## config.mk

```make
export PLATFORM = sky130hd
export DESIGN_NAME = nco_gen
export DESIGN_NICKNAME = d
export VERILOG_FILES = /design/src/rtl/nco_gen.sv
export SDC_FILE = /design/constraint.sdc
export NUM_CORES = 1
export LEC_CHECK = 0
export BUFFER_PORTS_ARGS = -buffer_cell sky130_fd_sc_hd__buf_2
export CORE_MARGIN = 5
export CORE_UTILIZATION = 59
export DETAILED_ROUTE_END_ITERATION = 16
export GPL_TIMING_DRIVEN = 0
export PLACE_DENSITY = 0.8
export SLEW_MARGIN = 20
export SYNTH_ARGS = -nofsm -noshare
export SYNTH_HDL_FRONTEND = slang
export SYNTH_SLANG_ARGS = --single-unit
```

## constraint.sdc

```tcl
create_clock -name clk -period 4.2 [get_ports clk]
set_clock_uncertainty 0.05 [all_clocks]
set_input_delay 1.26 -clock clk [delete_from_list [all_inputs] [get_ports clk]]
set_output_delay 1.26 -clock clk [all_outputs]
set_load 0.01 [all_outputs]
```

## src/rtl/nco_gen.sv

```systemverilog
module nco_gen #(
  parameter int ACC_W  = 16,
  parameter int HALF_W = ACC_W / 2
) (
  input  logic              clk,
  input  logic              rst_n,
  input  logic              run,
  input  logic [HALF_W-1:0] hi_byte,
  input  logic              hi_wr,
  input  logic [HALF_W-1:0] lo_byte,
  input  logic              lo_wr,
  output logic              wave_out,
  output logic              tick_out
);
  localparam int MSB = ACC_W - 1;

  logic [HALF_W-1:0] hi_stage, lo_stage, hi_next, lo_next;
  logic              hi_pend, lo_pend, hi_have, lo_have;
  logic [ACC_W-1:0]  active_cw, inc, acc, acc_nxt;
  logic              tick_q;

  assign hi_next = hi_wr ? hi_byte : hi_stage;
  assign lo_next = lo_wr ? lo_byte : lo_stage;
  assign hi_have = hi_pend | hi_wr;
  assign lo_have = lo_pend | lo_wr;

  always_ff @(posedge clk) begin
    if (!rst_n) begin
      hi_stage  <= '0;
      lo_stage  <= '0;
      hi_pend   <= 1'b0;
      lo_pend   <= 1'b0;
      active_cw <= '0;
    end else begin
      hi_stage <= hi_next;
      lo_stage <= lo_next;
      if (hi_have && lo_have) begin
        active_cw <= {hi_next, lo_next};
        hi_pend   <= 1'b0;
        lo_pend   <= 1'b0;
      end else begin
        hi_pend <= hi_have;
        lo_pend <= lo_have;
      end
    end
  end

  assign inc     = active_cw[MSB] ? (~active_cw + 1'b1) : active_cw;
  assign acc_nxt = acc + inc;

  always_ff @(posedge clk) begin
    if (!rst_n || !run) begin
      acc    <= '0;
      tick_q <= 1'b0;
    end else begin
      acc    <= acc_nxt;
      tick_q <= ~acc[MSB] & acc_nxt[MSB];
    end
  end

  assign wave_out = run & acc[MSB];
  assign tick_out = run & tick_q;
endmodule

```

==> results.ini <==
[clock_tree]
clk_pin_slew_worst_paths_ns = 0.09
clk_latency_ns = 0.30
ctsHoldBuffers = 0
cts_buffers = 5
clock-sinks = 51
cts_root_buf = clkbuf_8
cts_resized = 0
htree_levels = 2
cts_setup_buffers = 0
cts_tree = yes
clock_path_buffers = 2

[timing]
fin_crit_ns = 3.48
max_freq_mhz = 287
worst_pin_slew_ns = 0.633
setup_violations = 0
rsz0062_at_grt = false
setup_tns_ns = 0
finalMaxSlewViolations = 0
period_share = 0.829
finalHoldViolations = 0
slew_headroom = 0.578

[placed_design]
gp_congestion = 0.851
port_buffers = 20
dp_hpwl_mm = 4.09

[routing]
vias_per_cell = 5.74
ant_nets = 0
first_pass_iters = 4
drcViolationCount = 0
drtIter0Drc = 120
dr_total_vias = 2119
routed_wl_mm = 5.37
wl_per_cell_um = 14.5

[hold_path]
holdPathEnd = tick_q
hold_path_class = register to register
hold_start = acc[15]
hold_depth = 1

[floorplan]
die_h_um = 76.8
die_area_um2 = 5890
start_util = 0.608
coreArea_um2 = 4320
fp.dieW_um = 76.8
num_rows = 24
ios = 23

[global_route]
overflow = 0
grt_max_degree = 17
grt_usage = 0.190
antenna_found_initial = 0
grt_pass1_wl_mm = 9.25
grt_pass1_vias = 2045

[power_and_ir_drop]
peakVddDrop_v = 0.000344
powerDensity_nw_per_um2 = 420
power_mw = 1.22
leakage_nw = 1.30

[setup_path]
crit_path_top_delay_cell = or4_4
cp_cell_sequence = or4_4, o21ai_0, xnor2_1, ha_1, clkbuf_1, a21o_1, a31o_2, a221o_1, or4_4, a21oi_1
crit_family = compound AO/OA/AOI/OAI gates
critPathCaptureType = register
r2r-end = tick_q
arrival_ns = 3.67
reg2reg_slack_ns = 0.72
slowest_delay_ns = 0.59
cp.required_ns = 4.39
worstSetupPathType = register to register
start_kind = register
crit_path_max_fanout = 7
path_buf_inv = 1
path_common_cell = or4_4
rr_worst_depth = 10
reg2reg_from = active_cw[4]

[layout]
syn_to_final_growth_pct = 10.5
diodes = 0
fill_cells = 377
final_layout_size_suffix_gt1_frac = 0.114
nNetsFinal = 356

[synth]
synth_nets = 329
synth_area_leaders = dfxtp_1 39%, ha_1 8.6%, nor2_1 7.1%, mux2i_1 6.5%, xnor2_1 5.3%
yosysWarnings = 0
syn_inst = 289
netlist.area_leader.share = 0.388
syn_area_per_cell_um2 = 9.10
seq_area_frac_synth = 0.388
syn-cell-area_um2 = 2630
synth_top_cell_by_area = dfxtp_1
ys_ff_latch = 51
synthDistinctLibCells = 38

[outcome]
status = complete, no violations

[flow_run]
drv_cap = 0

[cell usage after synthesis, drive strengths merged]
cell and n:
a41oi 1, and3b 1, ha 18, xnor2 16, a221oi 1, o31ai 5
a21oi 13, o41ai 2, and2 3, nor2 50, a31oi 1, clkbuf 12
nor4 1, a221o 1, xor2 8, fa 1, o22ai 1, dfxtp 51
and4 2, o21ai 11, o21bai 2, nand2b 2, or4 4, a211oi 17
nor3 3, o211ai 3, o311ai 1, mux2i 17, a211o 1, nand3 2
or4b 1, a21o 8, inv 3, nand4 3, a31o 1, and3 3
nand2 18, or2 1
[state kept, by name (all words and copies together) (netlist names)]
register   cells
acc           16
active_cw     16
hi_stage       8
lo_stage       8
hi_pend        1
lo_pend        1
tick_q         1
[worst max-delay path by stage]
stage | startpoint | end | slack [ns] | depth (start not counted)
finish | active_cw[4] | tick_q | 0.72 | 10
global placement | active_cw[4] | tick_q | 0.76 | 10
detailed placement | active_cw[4] | tick_q | 0.76 | 10
floorplan | active_cw[4] | tick_q | 0.99 | 9
CTS | active_cw[4] | tick_q | 0.72 | 10
global route | active_cw[4] | tick_q | 0.56 | 10
[placed cells by master, fill, tap and decap left out, types with 3 or more instances in the layout]
cell type  Yosys  routed
a211oi_1      17      17
a21o_1         8       8
a21oi_1       13      13
and2_1         3       3
and3_1         3       3
buf_2          0      20
clkbuf_1      12      13
clkbuf_8       0       5
dfxtp_1       51      51
ha_1          18      18
inv_1          3       3
mux2i_1       17      17
nand2_1       18      18
nand4_1        3       3
nor2_1        50      50
nor3_1         3       3
o211ai_1       3       3
o21ai_0       11      11
o31ai_1        5       5
or4_4          4       4
xnor2_1       16      16
xor2_1         8       8
[kinds of logic (layout without fill, tap and decap cells)]
family	after synthesis	after routing	share of synthesized area
mux	17	17	0.0647
fa+ha+maj	19	19	0.0933
compound gates	69	69	0.178
simple gates	94	94	0.175
buf+inv	15	43	0.0214
flops	51	51	0.388
xor+xnor	24	24	0.0800
[stage by stage]
stage                     hold WS (ns)  setup WS [ns]  instance area (µm²)  std cells   util
after global placement           0.402          0.758                 2790        361  0.646
after detailed placement         0.406          0.760                 2790        361  0.646
after floorplan                  0.372          0.994                 2630        289      -
after global routing             0.434          0.562                 2910        369  0.672
after CTS                        0.419          0.724                 2910        369  0.672
final                            0.417          0.719                 2910        369  0.672
[power breakdown]
part	switching, mW	total (mW)	leakage, nW	internal, mW
combinational	0.190	0.323	0.825	0.134
sequential	0.0280	0.554	0.420	0.526
clock	0.164	0.344	0.0558	0.180
total	0.381	1.22	1.30	0.839
[routing by layer]
metal,GRT usage,share of wire
met1,0.244,0.47
met2,0.321,0.48
met3,0.0375,0.041
met4,0.0542,0.011
met5,0,0
[cell type report]
| type | count | area (µm²) | area share |
|---|---|---|---|
| timing repair buffer | 20 | 100 | 0.0345 |
| sequential | 51 | 1020 | 0.351 |
| clock inverter | 2 | 38.8 | 0.0134 |
| multi-input combinational | 223 | 1550 | 0.534 |
| tap | 52 | 65.1 | 0.0224 |
| buffer | 12 | 45.0 | 0.0155 |
| inverter | 3 | 11.3 | 0.00388 |
| clock buffer | 6 | 72.6 | 0.0250 |
Power figures use the tool's default switching activity.
